### config.mk
export PLATFORM = sky130hd
export DESIGN_NAME = spi_window_bridge
export DESIGN_NICKNAME = d
export VERILOG_FILES = /design/src/rtl/spi_window_pkg.sv /design/src/rtl/ptr_window.sv /design/src/rtl/byte_shifter.sv /design/src/rtl/spi_window_bridge.sv
export SDC_FILE = /design/constraint.sdc
export NUM_CORES = 1
export LEC_CHECK = 0
export BUFFER_PORTS_ARGS = -buffer_cell sky130_fd_sc_hd__buf_2
export CORE_ASPECT_RATIO = 0.75
export CORE_UTILIZATION = 53
export DETAILED_ROUTE_END_ITERATION = 6
export GPL_ROUTABILITY_DRIVEN = 0
export HOLD_SLACK_MARGIN = 0.15
export PLACE_DENSITY_LB_ADDON = 0.15
export SETUP_SLACK_MARGIN = 0.3
export SYNTH_ARGS = -nofsm -noshare
export SYNTH_HDL_FRONTEND = slang
export SYNTH_HIERARCHICAL = 1
export SYNTH_SLANG_ARGS = --single-unit
export TNS_END_PERCENT = 1
### constraint.sdc
create_clock -name clk -period 2.01 [get_ports clk]
set_input_delay 0.1005 -clock clk [delete_from_list [all_inputs] [get_ports clk]]
set_output_delay 0.1005 -clock clk [all_outputs]
set_load 0.005 [all_outputs]
### src/rtl/spi_window_pkg.sv
package spi_window_pkg;
    localparam int unsigned PTR_BYTES = 4;
    localparam logic [2:0]  DATA_OFF  = 3'd4;
    localparam logic [7:0]  PAGE_RELEASE = 8'hFE;
    localparam logic [7:0]  PAGE_XFER    = 8'hFD;
    localparam logic [7:0]  RD_EMPTY  = 8'hFF;
    localparam logic [7:0]  TX_FILL   = 8'h00;

    typedef enum logic [1:0] {
        PG_NONE    = 2'd0,
        PG_RELEASE = 2'd1,
        PG_XFER    = 2'd2
    } page_e;

    typedef enum logic {
        ST_IDLE  = 1'b0,
        ST_SHIFT = 1'b1
    } ctrl_state_e;

    function automatic page_e classify_page(input logic [7:0] sel_byte);
        if (sel_byte == PAGE_RELEASE)   return PG_RELEASE;
        else if (sel_byte == PAGE_XFER) return PG_XFER;
        else                            return PG_NONE;
    endfunction
endpackage

### src/rtl/ptr_window.sv
module ptr_window
    import spi_window_pkg::*;
(
    input  logic                     clk,
    input  logic                     rst_n,
    input  logic                     wr_en,
    input  logic [2:0]               off,
    input  logic [7:0]               wdata,
    output logic [8*PTR_BYTES-1:0]   ptr,
    output logic [7:0]               rd_byte,
    output page_e                    page
);
    localparam int unsigned PW = 8 * PTR_BYTES;

    logic [PW-1:0] ptr_q;

    always_ff @(posedge clk or negedge rst_n) begin
        if (!rst_n) begin
            ptr_q <= '0;
        end else if (wr_en) begin
            for (int i = 0; i < PTR_BYTES; i++) begin
                if (off == 3'(i)) ptr_q[8*i +: 8] <= wdata;
            end
        end
    end

    always_comb begin
        rd_byte = RD_EMPTY;
        for (int i = 0; i < PTR_BYTES; i++) begin
            if (off == 3'(i)) rd_byte = ptr_q[8*i +: 8];
        end
    end

    assign ptr  = ptr_q;
    assign page = classify_page(ptr_q[15:8]);

    assert_ptr_hold_R8: assert property (@(posedge clk) disable iff (!rst_n)
        !wr_en |=> $stable(ptr_q));
endmodule

### src/rtl/byte_shifter.sv
module byte_shifter #(
    parameter int unsigned SCK_HALF = 2
) (
    input  logic       clk,
    input  logic       rst_n,
    input  logic       start,
    input  logic [7:0] tx_byte,
    input  logic       miso,
    output logic       sck,
    output logic       mosi,
    output logic       busy,
    output logic       done,
    output logic [7:0] rx_byte
);
    localparam int unsigned CW = (SCK_HALF > 1) ? $clog2(SCK_HALF) : 1;
    localparam logic [CW-1:0] DIV_LAST = CW'(SCK_HALF - 1);

    logic [CW-1:0] div_q;
    logic [2:0]    bit_q;
    logic [7:0]    tx_q, rx_q;
    logic          sck_q, busy_q, tick;

    assign tick = busy_q && (div_q == DIV_LAST);
    assign done = tick && sck_q && (bit_q == 3'd7);

    always_ff @(posedge clk or negedge rst_n) begin
        if (!rst_n) begin
            div_q  <= '0;
            bit_q  <= '0;
            tx_q   <= '0;
            rx_q   <= '0;
            sck_q  <= 1'b0;
            busy_q <= 1'b0;
        end else if (start && !busy_q) begin
            div_q  <= '0;
            bit_q  <= '0;
            tx_q   <= tx_byte;
            rx_q   <= '0;
            sck_q  <= 1'b0;
            busy_q <= 1'b1;
        end else if (tick) begin
            div_q <= '0;
            if (!sck_q) begin
                sck_q <= 1'b1;
                rx_q  <= {rx_q[6:0], miso};
            end else begin
                sck_q <= 1'b0;
                if (bit_q == 3'd7) begin
                    busy_q <= 1'b0;
                end else begin
                    tx_q  <= {tx_q[6:0], 1'b0};
                    bit_q <= bit_q + 3'd1;
                end
            end
        end else if (busy_q) begin
            div_q <= div_q + CW'(1);
        end
    end

    assign sck     = sck_q;
    assign mosi    = tx_q[7];
    assign busy    = busy_q;
    assign rx_byte = rx_q;

    assert_sck_idle_low_R3: assert property (@(posedge clk) disable iff (!rst_n)
        !busy_q |-> !sck_q);
    assert_mosi_steady_R3: assert property (@(posedge clk) disable iff (!rst_n)
        (sck_q && $past(sck_q)) |-> $stable(tx_q[7]));
endmodule

### src/rtl/spi_window_bridge.sv
module spi_window_bridge
    import spi_window_pkg::*;
#(
    parameter int unsigned SCK_HALF = 2
) (
    input  logic       clk,
    input  logic       rst_n,
    input  logic       host_req,
    input  logic       host_wr,
    input  logic [2:0] host_off,
    input  logic [7:0] host_wdata,
    output logic [7:0] host_rdata,
    output logic       host_wait,
    output logic       spi_sck,
    output logic       spi_csn,
    output logic       spi_mosi,
    input  logic       spi_miso
);
    ctrl_state_e state_q, state_d;
    page_e       page;
    logic [8*PTR_BYTES-1:0] ptr;
    logic [7:0]  ptr_rd, rx_byte, rdata_q;
    logic        accept, data_acc, start_shift, sh_done, sh_busy;
    logic        csn_q, rd_pend_q;

    assign accept      = host_req && (state_q == ST_IDLE);
    assign data_acc    = accept && (host_off == DATA_OFF);
    assign start_shift = data_acc && (page == PG_XFER);

    ptr_window u_ptr (
        .clk     (clk),
        .rst_n   (rst_n),
        .wr_en   (accept && host_wr),
        .off     (host_off),
        .wdata   (host_wdata),
        .ptr     (ptr),
        .rd_byte (ptr_rd),
        .page    (page)
    );

    byte_shifter #(.SCK_HALF(SCK_HALF)) u_shift (
        .clk     (clk),
        .rst_n   (rst_n),
        .start   (start_shift),
        .tx_byte (host_wr ? host_wdata : TX_FILL),
        .miso    (spi_miso),
        .sck     (spi_sck),
        .mosi    (spi_mosi),
        .busy    (sh_busy),
        .done    (sh_done),
        .rx_byte (rx_byte)
    );

    // state register
    always_ff @(posedge clk or negedge rst_n) begin
        if (!rst_n) state_q <= ST_IDLE;
        else        state_q <= state_d;
    end

    // next state
    always_comb begin
        state_d = state_q;
        unique case (state_q)
            ST_IDLE:  if (start_shift) state_d = ST_SHIFT;
            ST_SHIFT: if (sh_done)     state_d = ST_IDLE;
        endcase
    end

    // outputs
    always_ff @(posedge clk or negedge rst_n) begin
        if (!rst_n) begin
            csn_q     <= 1'b1;
            rd_pend_q <= 1'b0;
            rdata_q   <= 8'h00;
        end else begin
            unique case (state_q)
                ST_IDLE: begin
                    if (data_acc && host_wr && page == PG_RELEASE) csn_q <= 1'b1;
                    if (start_shift) begin
                        csn_q     <= 1'b0;
                        rd_pend_q <= !host_wr;
                    end
                    if (accept && !host_wr && !start_shift) begin
                        rdata_q <= (host_off < DATA_OFF) ? ptr_rd : RD_EMPTY;
                    end
                end
                ST_SHIFT: begin
                    if (sh_done && rd_pend_q) rdata_q <= rx_byte;
                end
            endcase
        end
    end

    assign spi_csn    = csn_q;
    assign host_rdata = rdata_q;
    assign host_wait  = (state_q == ST_SHIFT);

    assert_cs_low_in_shift_R3: assert property (@(posedge clk) disable iff (!rst_n)
        (state_q == ST_SHIFT) |-> !spi_csn);
    assert_sck_needs_cs_R7: assert property (@(posedge clk) disable iff (!rst_n)
        spi_sck |-> !spi_csn);
    assert_wait_on_xfer_R5: assert property (@(posedge clk) disable iff (!rst_n)
        (host_req && !host_wait && host_off == 3'd4 && ptr[15:8] == 8'hFD) |=> host_wait);
    assert_release_cs_R2: assert property (@(posedge clk) disable iff (!rst_n)
        (host_req && !host_wait && host_wr && host_off == 3'd4 && ptr[15:8] == 8'hFE)
        |=> spi_csn);
    assert_other_page_quiet_R6: assert property (@(posedge clk) disable iff (!rst_n)
        (host_req && !host_wait && host_off == 3'd4 && ptr[15:8] != 8'hFE && ptr[15:8] != 8'hFD)
        |=> ($stable(spi_csn) && !host_wait));
    assert_shifter_matches_wait_R5: assert property (@(posedge clk) disable iff (!rst_n)
        sh_busy |-> host_wait);
endmodule

# Word-level counts from Yosys, hierarchy flattened
# Index checks and enable logic that the tools add are counted.
# Widths: inputs -> output; s select.
classes:
  n_addsub: 2
  order_cmp: 1
  bitwise: 1
  eq_ne: 13
  muxes: 37
  reduce_logical: 32
op_table:
  columns: ["op", "n"]
  rows:
  - ["$mux 8", 15]
  - ["$eq 8x8->1 const B", 2]
  - ["$pmux 8 s2", 1]
  - ["$reduce_and 2->1", 8]
  - ["$mux 1", 14]
  - ["$logic_and 1x1->1", 13]
  - ["$mux 3", 4]
  - ["$reduce_bool 2->1", 4]
  - ["$eq 3x2->1 const B", 2]
  - ["$eq 3x3->1 const B", 2]
  - ["$ne 2x1->1 const B", 3]
  - ["$reduce_and 3->1", 2]
  - ["$mux 2", 2]
  - ["$add 3x1->3 const B", 1]
  - ["$eq 3x1->1 const B", 1]
  - ["$logic_not 1->1", 3]
  - ["$logic_not 3->1", 1]
  - ["$lt 3x3->1 const B", 1]
  - ["$reduce_bool 3->1", 1]
  - ["$eq 2x1->1 const B", 1]
  - ["$eq 2x2->1 const B", 1]
  - ["$ne 2x2->1 const B", 1]
  - ["$pmux 1 s2", 1]
  - ["$add 1x1->1 const B", 1]
  - ["$not 1->1", 1]
totals:
  out_inout_bits: 12
  word_cells: 100
  register_bits: 65
  inputBits: 16

# Depth between registers and ports, before layout
# Gate-level depths: netlist of run 1.
logic_depth:
  depth_word: 9
  depth_mapped: 8
  ltp_nobuf: 7

# Modules after synthesis
# Netlist of run 1, hierarchy kept.
modules_own_cells:
  columns: ["module", "cells_each", "seq_area_each_um2", "n_inst", "area_per_inst_um2"]
  rows:
  - ["ptr_window", 104, 800.8, 1, 1516.5]
  - ["byte_shifter", 90, 550.5, 1, 962.2]
  - ["spi_window_bridge", 72, 276.5, 1, 691.9]

# Worst setup path before layout of run 1
# OpenSTA, ideal clock, no wires.
synth_timing:
  path_kind: "register to register"
  startpoint: "reg u_ptr.ptr_q[11] (netlist: u_ptr/ptr[11])"
  endpoint: "reg u_shift.tx_q[1]"
  t_required_ps: 1892
  path_slack_ps: 36
  n_path_buf: 1
  t_arrival_ps: 1856
  setup_time_ps: 118
  stages_incl_launch_ff: 9
  period_less_slack_ps: 1974
  cell_sequence: "dfrtp_1 nand4_1 nor4b_1 nand4bb_1 nor2_4 nor2b_1 buf_2 a22o_1 a21o_1"
synth_via:
  word_cells_on_any_way: 12
  cone_classes: "4 x eq/ne; 3 x mux; 5 x reduce/logical"
synth_rtl:
  columns: ["item", "line", "text"]
  rows:
  - ["from (decl)", "ptr_window.sv:15", "logic [PW-1:0] ptr_q;"]
  - ["from (signal, indexed assignment)", "ptr_window.sv:22", "if (off == 3'(i)) ptr_q[8*i +: 8] <= wdata;"]
  - ["$eq 8x8->1 *", "spi_window_pkg.sv:21", "if (sel_byte == PAGE_RELEASE) return PG_RELEASE;"]
  - ["$mux 2 *", "spi_window_pkg.sv:21", null]
  - ["via page[0]", "spi_window_bridge.sv:20", "page_e page;"]
  - ["$eq 2x2->1 *", "spi_window_bridge.sv:28", "assign start_shift = data_acc && (page == PG_XFER);"]
  - ["$logic_and 1x1->1 *", "spi_window_bridge.sv:28", null]
  - ["via start_shift", "spi_window_bridge.sv:23", "logic accept, data_acc, start_shift, sh_done, sh_busy;"]
  - ["$logic_and 1x1->1 *", "byte_shifter.sv:34", "end else if (start && !busy_q) begin"]
  - ["$ne 2x1->1 (no line) / $reduce_bool 2->1 (equally long branches)", null, null]
  - ["$reduce_and 3->1 (no line)", null, null]
  - ["to (signal assigned)", "byte_shifter.sv:37", "tx_q <= tx_byte;"]
  - ["to (signal assigned)", "byte_shifter.sv:51", "tx_q <= {tx_q[6:0], 1'b0};"]
  - ["to (decl)", "byte_shifter.sv:20", "logic [7:0] tx_q, rx_q;"]
# The timed path passes the listed nets; every way through them passes the cells marked *.
# A chain may end at the register's enable or synchronous reset.

# Worst setup path in the final report of run 1
layout_timing:
  startpoint: "reg u_ptr.ptr_q[11] (netlist: u_ptr/ptr[11])"
  endpoint: "reg u_shift.tx_q[5]"
# The elaborated chain is that of the path after synthesis.

==> impl_results.md, run 1 <==
* Complex-gate fraction of the synthesized area at 0.130
* CP Class: reg -> reg
* Max IR drop VDD at about 0.44 mV
* Max cap viols at 0
* YS warnings at 6
* Worst hold margin at about 0.21 ns
* Post-Synth Simple-Gate Area at 0.139
* Via/cell ratio at 5.72
* Storage cell area at 0.00163 mm2
* #FFs+latches synth at between 60 and 70
* Yosys cell types at between 40 and 50
* Final worst slack at -0.000794 ns
* Area of the multi-input gates at approximately 0.0015 mm2
* Tot GR Track Use at 0.253
* Area share of fa/ha/maj cells after synthesis at 0.00789
* Post-synthesis sequential area ratio at 0.513
* Critical path endpoint category: flip-flop
* CTS buffer count at 9
* Ratio of final minimum period to clock period at 1.00
* Synthesized instance count at between 200 and 300
* DRT Pass-1 Iters at 4
* Final min period at about 2.0 ns
* Die W at roughly 91 um
* Commonest non-fill, non-tap cell in the layout: dfrtp_1
* LEAKAGE at ~0.0019 uW
* Place WS at between 0.015 and 0.02 ns
* Initial Util at 0.571
* Root Buffer: clkbuf_8
* DR vias at about 2.3k
* RSZ-0062 raised after global routing: yes
* DRC viols at 0
* Sink Count at 65
* Worst-Skew Late Latency at 0.34 ns
* Final hold vios at 0
* Initial antenna violation count at 0
* Chip height at 69.0 um
* Post-synth EDFFs at 0
* Post-synthesis mux area share at 0.167
* Nets@finish at approximately 350
* Arr. time, crit path at about 2.2 ns
* Placeable Area at around 0.0056 mm2
* Layout Skew at 0.00595 ns
* Mapped Avg Cell Area at approximately 12 um2
* ANT nets after route at 0
* Fin area at around 0.0040 mm2
* Worst setup SP type: flip-flop
* Initial DRC Count at 133
* CTS tree: done
* Post-synth top flop: dfrtp_1
* Worst min path class: in -> async
* Failing checks: setup timing
* Async SR Flop Fraction at 1.00
* Power per cell area at between 800 and 900 mW/mm2
* Largest net degree at the start of global routing at 33
* FMAX at around 0.50 GHz
* Worst-path fanout max at 7
* Die area at between 0.006 and 0.007 mm2
* H-tree depth at 3
* Status: finished, violations left
* Largest family of logic cells by synthesized area: multiplexers
* Share of layout cells above drive strength 1 at 0.393
* Measured slew at the worst slew-check pin at about 0.69 ns
* Tot Pwr at 3270 uW
* Syn Std Cell Area at ~0.0032 mm2
* Max-slew violation count at 0
* Most frequent cells in the layout: 64 x dfrtp_1, 32 x mux2_2, 27 x buf_2, 21 x buf_4, 17 x mux2i_1
* Post-synthesis net count at approximately 280
* # setup viols final at 1
* Number of diodes at 0
* Clk slew on worst S/H paths at ~0.060 ns
* Area growth from synthesis to layout at 24.8%
* Required @ worst endpoint at roughly 2.2 ns
* Drt total wl at just under 7 mm
* Util after Layout at 0.712
* # rows at 23
* Overflow after GRT at 0
* I/O Buffers at 27
* Post-Synth XOR/XNOR Area at 0.00552
* Global-route wire length before repair at between 10 and 15 mm
* CTS max path bufs at 2
* Routed length per placed instance at between 15 and 20 um
* Post-DP HPWL at 4.75 mm
* Vias in the first global route at 2,261
* Placed inst area at 0.00345 mm2
* Fillers at slightly above 400
* I/O pin total at 28
* Max_slew headroom at 0.539
-- cells by family after synthesis --
group	count (synthesis)
AOI/OAI and AO/OA	57
adders and majority gates	2
xor gates and xnor gates	2
buffers and inverters	24
and+or+nand+nor	67
DFF	65
muxes	49
-- critical path, cell delays in order (launching register included) --
cell       delay [ns]
dfrtp_1          0.35
nand4_1          0.20
nor4b_2          0.38
nand4bb_4        0.25
nor2_4           0.06
nor2b_4          0.15
buf_6            0.14
a22o_1           0.22
a21o_1           0.15
-- metrics by stage --
| stage | TNS [ns] | instances |
|---|---|---|
| final | -0.000794 | 406 |
| after global placement | 0 | 366 |
| after global routing | -0.563 | 406 |
| after detailed placement | 0 | 366 |
| after CTS | 0 | 405 |
| after floorplan | 0 | 266 |
-- repair_timing --
action | 4_1_cts | 5_1_grt
setup endpoints to repair | 30 | 63
gates resized for setup | 3 | 15
pin swaps | 5 | 1
cloned | 0 | 0
setup buffers | 13 | 1
hold buffers | 11 | 0
endpoints found under the hold margin | 99 | 0
-- final cells by class --
class	instances	area share
sequential	65	0.411
multi-input combinational	177	0.388
timing repair buffer	62	0.113
clock buffer	12	0.0367
tap	75	0.0237
clock inverter	3	0.0164
inverter	12	0.0114
-- per-layer routing --
metal,GRT usage,vias to the layer above,share of wire
met2,0.381,57,0.45
met5,0,-,0
met1,0.349,1147,0.49
li1,-,1107,-
met3,0.0702,10,0.040
met4,0.107,0,0.014
-- Yosys cell counts (all sizes together), types with 2 or more instances --
library cell / number / area (um2)
inv: 11 / 41.3
a22oi: 8 / 60.1
o221ai: 8 / 70.1
nor3b: 2 / 20.0
nand2: 15 / 56.3
and2: 9 / 56.3
xnor2: 2 / 17.5
clkbuf: 2 / 7.51
nor2: 6 / 30.0
a21o: 7 / 52.6
a22o: 8 / 70.1
nand3: 10 / 50.1
o21ai: 14 / 70.1
ha: 2 / 25.0
and4bb: 2 / 25.0
or3: 8 / 60.1
mux2: 32 / 360
dfrtp: 64 / 1600
nor4b: 2 / 32.5
o22ai: 9 / 56.3
buf: 10 / 63.8
mux2i: 17 / 170
nor2b: 3 / 18.8
-- power breakdown --
part | switching (uW) | total (uW) | internal, uW
sequential | 101 | 1580 | 1480
combinational | 225 | 510 | 285
clock | 456 | 1180 | 724
total | 781 | 3270 | 2490
-- state kept, by name, indices dropped and copies added (netlist names) --
register	flops
spi_csn	1
u_shift/sck	1
u_shift/div_q	1
u_ptr/ptr	32
u_shift/bit_q	3
u_shift/rx_byte	8
host_wait	1
u_shift/busy	1
u_shift/tx_q	8
host_rdata	8
rd_pend_q	1
-- path summary, 6_finish.rpt --
path | from | endpoint | slack (ns) | cells after the start
worst max register to register | u_ptr/ptr[11]$_DFFE_PN0P_ | u_shift/tx_q[5]$_DFFE_PN0P_ | -0.0008 | 8
worst min-delay path | rst_n | host_wait$_DFF_PN0_ | 0.21 | 2
worst min register to register | u_shift/tx_q[7]$_DFFE_PN0P_ | u_shift/tx_q[7]$_DFFE_PN0P_ | 0.48 | 1
max in group asynchronous | rst_n | u_shift/tx_q[3]$_DFFE_PN0P_ | 1.21 | 3
worst max-delay path | u_ptr/ptr[11]$_DFFE_PN0P_ | u_shift/tx_q[5]$_DFFE_PN0P_ | -0.0008 | 8
min in group clk | host_req | host_wait$_DFF_PN0_ | 0.24 | 4
No activity file was read; power rests on OpenSTA's default activity.
==> run 2: changes to the inputs <==
--- a/config.mk
+++ b/config.mk
@@ -7,12 +7,13 @@
 export LEC_CHECK = 0
 export BUFFER_PORTS_ARGS = -buffer_cell sky130_fd_sc_hd__buf_2
 export CORE_ASPECT_RATIO = 0.75
-export CORE_UTILIZATION = 53
+export CORE_UTILIZATION = 59
 export DETAILED_ROUTE_END_ITERATION = 6
 export GPL_ROUTABILITY_DRIVEN = 0
 export HOLD_SLACK_MARGIN = 0.15
 export PLACE_DENSITY_LB_ADDON = 0.15
 export SETUP_SLACK_MARGIN = 0.3
+export SLEW_MARGIN = 20
 export SYNTH_ARGS = -nofsm -noshare
 export SYNTH_HDL_FRONTEND = slang
 export SYNTH_HIERARCHICAL = 1
==> constraint.sdc (replaced) <==
create_clock -name clk -period 1.95 [get_ports clk]
set_input_delay 0.0975 -clock clk [delete_from_list [all_inputs] [get_ports clk]]
set_output_delay 0.0975 -clock clk [all_outputs]
set_load 0.005 [all_outputs]
==> run 2 against run 1 <==
  * Utilization rose by 6.7 points
  * Critical path depth did not move
  * Via count rose by 3.6%
  * Critical endpoint is now u_shift/tx_q[6]$_DFFE_PN0P_
  * Non-clock buffer count fell by 2
  * Die area fell by 9.9%
  * Final cell count fell by 0.99%
  * Combinational power rose by 6.3%
  * The flow now finishes without violations
  * Sequential share of layout area rose by 0.31 points
  * Worst setup slack improved by 0.086 ns
  * Design area fell by 0.76%
  * Clock power fell by 3%
  * Hold slack improved by 0.036 ns
==> impl_results.md, run 2 (synthesis gave the netlist of run 1 again) <==
* Status: completed (was finished, violations left)
* Final hold vios at 0 (unchanged)
* Fillers at 343 (was 403)
* Worst setup SP type: flip-flop (unchanged)
* Max incr delay on CP at 0.36 ns (was 0.38 ns)
* Max IR drop VDD at 0.597 mV (was 0.436 mV)
* Max cap viols at 0 (unchanged)
* Max-slew violation count at 0 (unchanged)
* Worst hold path depth at 4
* Worst Hold Endpoint: host_wait$_DFF_PN0_
* Initial Util at 0.629 (was 0.571)
* Reg2reg start: u_ptr/ptr[11]$_DFFE_PN0P_ (unchanged)
* Worst-path cell with the longest stage delay: dfrtp_1 (was nor4b_2)
* I/O pin total at 28 (unchanged)
* Initial antenna violation count at 0 (unchanged)
* Worst min path class: in -> reg (was in -> async)
* Critical path endpoint category: flip-flop (unchanged)
* Storage cell area at 0.00163 mm2 (unchanged)
* Drt total wl at 7.25 mm (was 6.96 mm)
* Tot GR Track Use at 0.293 (was 0.253)
* Area of the multi-input gates at 0.00152 mm2 (was 0.00153 mm2)
* CTS max path bufs at 2 (unchanged)
* Largest net degree at the start of global routing at 66 (was 33)
* Via/cell ratio at 5.98 (was 5.72)
* Initial DRC Count at 219 (was 133)
* RSZ-0062 raised after global routing: yes (unchanged)
* Crit-path cells: nand4_1, nor4b_2, nand4bb_4, nor2_4, nor2b_4, buf_6, a22o_1, a21o_1 (unchanged)
* Placeable Area at 0.00504 mm2 (was 0.00555 mm2)
* Required @ worst endpoint at 2.18 ns (was 2.24 ns)
* Global-route wire length before repair at 12.1 mm (was 11.8 mm)
* Final min period at 1.86 ns (was 2.01 ns)
* Die W at 86.6 um (was 91.3 um)
* CTS tree: done (unchanged)
* Measured slew at the worst slew-check pin at 0.508 ns (was 0.689 ns)
* Chip height at 65.5 um (was 69.0 um)
* Arr. time, crit path at 2.10 ns (was 2.24 ns)
* DRC viols at 0 (unchanged)
* Commonest non-fill, non-tap cell in the layout: dfrtp_1 (unchanged)
* Post-DP HPWL at 4.62 mm (was 4.75 mm)
* Area growth from synthesis to layout at 23.8% (was 24.8%)
* Vias in the first global route at 2,380 (was 2,261)
* Worst-Skew Late Latency at 0.34 ns (about the same)
* DR vias at 2,404 (was 2,321)
* Nets@finish at 343 (was 345)
* Most frequent cells in the layout: 64 x dfrtp_1, 32 x mux2_2, 27 x buf_2, 17 x buf_4, 17 x mux2i_1 (was 64 x dfrtp_1, 32 x mux2_2, 27 x buf_2, 21 x buf_4, 17 x mux2i_1)
* Routed length per placed instance at 18.0 um (was 17.1 um)
* ANT nets after route at 0 (unchanged)
* Power per cell area at 843 mW/mm2 (was 827 mW/mm2)
* Sink Count at 65 (unchanged)
* Clk slew on worst S/H paths at 0.07 ns (was 0.06 ns)
* Reg-to-reg slack, setup at 0.09 ns (was -0.0008 ns)
* Share of layout cells above drive strength 1 at 0.385 (was 0.393)
* Worst Reg-to-Reg Cells at 8 (unchanged)
* DRT Pass-1 Iters at 4 (unchanged)
* Critical R2R Capture: u_shift/tx_q[6]$_DFFE_PN0P_ (was u_shift/tx_q[5]$_DFFE_PN0P_)
* I/O Buffers at 27 (unchanged)
* Total negative slack at 0 ns (was -0.000794 ns)
* CTS buffer count at 9 (unchanged)
* Ratio of final minimum period to clock period at 0.956 (was 1.00)
* Root Buffer: clkbuf_8 (unchanged)
* Number of diodes at 0 (unchanged)
* Util after Layout at 0.779 (was 0.712)
* Die area at 0.00567 mm2 (was 0.00630 mm2)
* HP Start: host_req
* Worst-path fanout max at 5 (was 7)
* Layout Skew at 0.00873 ns (was 0.00595 ns)
* CP Class: reg -> reg (unchanged)
* LEAKAGE at 0.00186 uW (was 0.00189 uW)
* Worst hold margin at 0.243 ns (was 0.207 ns)
* Overflow after GRT at 0 (unchanged)
* H-tree depth at 3 (unchanged)
* # setup viols final at 0 (was 1)
* # rows at 22 (was 23)
* FMAX at 0.536 GHz (was 0.497 GHz)
* Largest register FFs at 32 (unchanged)
* Max_slew headroom at 0.661 (was 0.539)
[run 2: worst max-delay path by stage]
stage / from / endpoint / slack [ns] / depth (start not counted)
finish: u_ptr/ptr[11]$_DFFE_PN0P_ / u_shift/tx_q[6]$_DFFE_PN0P_ / 0.09 / 8
global route: u_ptr/ptr[11]$_DFFE_PN0P_ / u_shift/tx_q[0]$_DFFE_PN0P_ / -0.07 / 10
CTS: u_ptr/ptr[11]$_DFFE_PN0P_ / u_shift/tx_q[2]$_DFFE_PN0P_ / 0.10 / 8
detailed placement: u_ptr/ptr[12]$_DFFE_PN0P_ / u_shift/tx_q[7]$_DFFE_PN0P_ / 0.03 / 8
global placement: u_ptr/ptr[12]$_DFFE_PN0P_ / u_shift/tx_q[3]$_DFFE_PN0P_ / 0.11 / 8
floorplan: u_ptr/ptr[14]$_DFFE_PN0P_ / u_shift/tx_q[1]$_DFFE_PN0P_ / 0.13 / 8
[run 2: layer usage]
metal,part of all wire,global-route usage,wire [um]
met1,0.46,0.396,3360
met2,0.46,0.454,3330
met3,0.060,0.0942,432
met4,0.018,0.0854,130
met5,0,0,0
[run 2: stage by stage]
| step | cells | cell area [um2] | power [uW] | worst slack (ns) |
|---|---|---|---|---|
| after global placement | 368 | 3500 | 2100 | 0.108 |
| after detailed placement | 368 | 3500 | 2130 | 0.0300 |
| after CTS | 401 | 3870 | 3310 | 0.100 |
| final | 402 | 3930 | 3310 | 0.0851 |
| after global routing | 402 | 3930 | 3460 | -0.0749 |
| after floorplan | 266 | 3210 | 1930 | 0.134 |
[run 2: critical path: cells and delay by family, from the launching register on]
family,cells,cell delay [ns]
AND/OR/NAND/NOR,5,0.90
AO/OA/AOI/OAI,2,0.35
buffers and inverters,1,0.13
flip-flops,1,0.36
[run 2: power by group]
| group | switching (uW) | leakage [uW] | internal (uW) |
|---|---|---|---|
| logic | 237 | 0.000986 | 305 |
| registers | 104 | 0.000777 | 1530 |
| clock network | 515 | 0.0000953 | 621 |
| total | 857 | 0.00186 | 2450 |
[run 2: cell type report]
class / count / area share
multi-input combinational: 177 / 0.387
timing repair buffer: 60 / 0.114
sequential: 65 / 0.415
clock inverter: 5 / 0.0140
inverter: 12 / 0.0115
tap: 72 / 0.0229
clock buffer: 11 / 0.0360
[run 2: timing repair]
item                                   CTS  global route
setup endpoints to repair               53            63
endpoints found under the hold margin   99             0
resized for setup                        4            12
pin swaps                                4             1
hold buffers                            11             0
buffers inserted                         5             1
cloned                                   1             0
==> run 3: changes to the inputs <==
==> constraint.sdc (replaced) <==
create_clock -name clk -period 1.95 [get_ports clk]
set_input_delay 0.39 -clock clk [delete_from_list [all_inputs] [get_ports clk]]
set_output_delay 0.39 -clock clk [all_outputs]
set_load 0.005 [all_outputs]
==> run 3 against run 2 <==
  * The flow now finishes with violations (setup timing)
  * Fmax shrank 4.6%
  * Worst setup slack lost 0.090 ns
  * Clock skew is essentially flat
  * Register-to-register slack lost 0.09 ns
  * Final cell count shrank 0.75%
  * Hold slack gained 0.047 ns
  * First-iteration DRC count grew 13%
  * Non-clock buffer count shrank 3
==> impl_results.md, run 3 (synthesis gave the netlist of run 1 again) <==
* Status: finished, violations left (was completed)
* Failing checks: setup timing
* Global-route wire length before repair at 12.2 mm (was 12.1 mm)
* CP Class: reg -> reg (unchanged)
* Initial Util at 0.629 (unchanged)
* Max cap viols at 0 (unchanged)
* Max_slew headroom at 0.442 (was 0.661)
* Power per cell area at 893 mW/mm2 (was 843 mW/mm2)
* Die area at 0.00567 mm2 (unchanged)
* Fin area at 0.00401 mm2 (was 0.00393 mm2)
* Max incr delay on CP at 0.39 ns (was 0.36 ns)
* Largest register FFs at 32 (unchanged)
* CTS buffer count at 9 (unchanged)
* Initial DRC Count at 247 (was 219)
* Total negative slack at -0.00506 ns (was 0 ns)
* I/O pin total at 28 (unchanged)
* DRT Pass-1 Iters at 4 (unchanged)
* DR vias at 2,430 (was 2,404)
* Worst min path class: in -> reg (unchanged)
* Tot GR Track Use at 0.296 (was 0.293)
* # rows at 22 (unchanged)
* Overflow after GRT at 0 (unchanged)
* H-tree depth at 3 (unchanged)
* Util after Layout at 0.796 (was 0.779)
* CTS max path bufs at 2 (unchanged)
* DRC viols at 0 (unchanged)
* Worst hold margin at 0.289 ns (was 0.243 ns)
* Measured slew at the worst slew-check pin at 0.835 ns (was 0.508 ns)
* Chip height at 65.5 um (unchanged)
* Layout Skew at 0.00893 ns (was 0.00873 ns)
* Drt total wl at 7.86 mm (was 7.25 mm)
* Number of diodes at 0 (unchanged)
* Commonest non-fill, non-tap cell in the layout: dfrtp_1 (unchanged)
* Critical Path Most Common Cell: buf_6
* CTS tree: done (unchanged)
* Area growth from synthesis to layout at 26.5% (was 23.8%)
* I/O Buffers at 27 (unchanged)
* Crit-path cells: nand4_1, buf_6, nor4b_4, nand4bb_4, nor2_4, nor2b_4, buf_6, a22o_1, a21o_1 (was nand4_1, nor4b_2, nand4bb_4, nor2_4, nor2b_4, buf_6, a22o_1, a21o_1)
* Share of layout cells above drive strength 1 at 0.450 (was 0.385)
* Nets@finish at 340 (was 343)
* Worst-Skew Late Latency at 0.34 ns (about the same)
* Post-DP HPWL at 4.88 mm (was 4.62 mm)
* Final min period at 1.96 ns (was 1.86 ns)
* Placed inst area at 0.00353 mm2 (was 0.00350 mm2)
* Routed length per placed instance at 19.7 um (was 18.0 um)
* RSZ-0062 raised after global routing: yes (unchanged)
* Place WS at -0.0628 ns (was 0.0300 ns)
* Critical path endpoint category: flip-flop (unchanged)
* Final worst slack at -0.00506 ns (was 0.0851 ns)
* Worst-path cell with the longest stage delay: dfrtp_1 (unchanged)
* # setup viols final at 1 (was 0)
* Vias in the first global route at 2,396 (was 2,380)
* FMAX at 0.511 GHz (was 0.536 GHz)
* ANT nets after route at 0 (unchanged)
* Die W at 86.6 um (unchanged)
* Clk slew on worst S/H paths at 0.07 ns (about the same)
* Sink Count at 65 (unchanged)
* Final hold vios at 0 (unchanged)
* Ratio of final minimum period to clock period at 1.00 (was 0.956)
* Placeable Area at 0.00504 mm2 (unchanged)
* Worst-path fanout max at 5 (unchanged)
* Root Buffer: clkbuf_8 (unchanged)
* LEAKAGE at 0.00195 uW (was 0.00186 uW)
* Max IR drop VDD at 0.743 mV (was 0.597 mV)
* Via/cell ratio at 6.09 (was 5.98)
* Worst setup SP type: flip-flop (unchanged)
* Most frequent cells in the layout: 63 x dfrtp_1, 31 x mux2_2, 27 x buf_2, 22 x buf_4, 17 x mux2i_1 (was 64 x dfrtp_1, 32 x mux2_2, 27 x buf_2, 17 x buf_4, 17 x mux2i_1)
* Largest net degree at the start of global routing at 66 (unchanged)
* Arr. time, crit path at 2.19 ns (was 2.10 ns)
* Max-slew violation count at 0 (unchanged)
* Initial antenna violation count at 0 (unchanged)
* Required @ worst endpoint at 2.18 ns (about the same)
==> run 3: power by group <==
group          switching (uW)  internal [uW]
clock network             515            850
registers                 136           1530
logic                     244            308
total                     895           2690
==> run 3: path summary, 6_finish.rpt <==
path                                                   from                              to  slack, ns  cells past startpoint
worst max-delay path              u_ptr/ptr[13]$_DFFE_PN0P_     u_shift/tx_q[6]$_DFFE_PN0P_     -0.005                      9
worst max register to register    u_ptr/ptr[13]$_DFFE_PN0P_     u_shift/tx_q[6]$_DFFE_PN0P_     -0.005                      9
min in group asynchronous                             rst_n        u_ptr/ptr[2]$_DFFE_PN0P_       0.61                      3
max in group asynchronous                             rst_n             spi_csn$_DFFE_PN1P_       1.01                      3
worst min-delay path                               spi_miso  u_shift/rx_byte[0]$_DFFE_PN0P_       0.29                      3
worst min register to register  u_shift/tx_q[5]$_DFFE_PN0P_     u_shift/tx_q[5]$_DFFE_PN0P_       0.48                      1
==> run 3: layer usage <==
layer,routed length [um],global-route usage,vias to the layer above
met5,0,0,-
met4,165,0.110,0
li1,-,-,1103
met2,3550,0.425,89
met1,3620,0.418,1216
met3,532,0.0980,22
==> run 3: per-stage QoR <==
stage,cells,power [uW]
global placement,372,2120
global route,399,3720
finish,399,3580
floorplan,266,1930
detailed placement,372,2150
CTS,396,3540
==> run 3: cell type report <==
cell class,count,area [um2]
timing repair buffer,57,407
clock buffer,11,131
sequential,65,1630
inverter,12,45.0
clock inverter,5,104
multi-input combinational,177,1600
tap,72,90.1
fill,298,1030
==> run 3: worst max-delay path: cells and delay by family (launching register included) <==
family                 cells  cell delay [ns]
AOI/OAI and AO/OA          2             0.37
buffers and inverters      2             0.30
DFF                        1             0.39
and+or+nand+nor            5             0.78
==> run 3: what timing repair did <==
action                                  CTS  global route
resized for setup                         2            42
hold buffers                              1             0
cloned                                    1             0
endpoints found under the hold margin    64             0
pin swaps                                 3            17
buffers inserted                          6             3
endpoints found under the setup margin   54            64
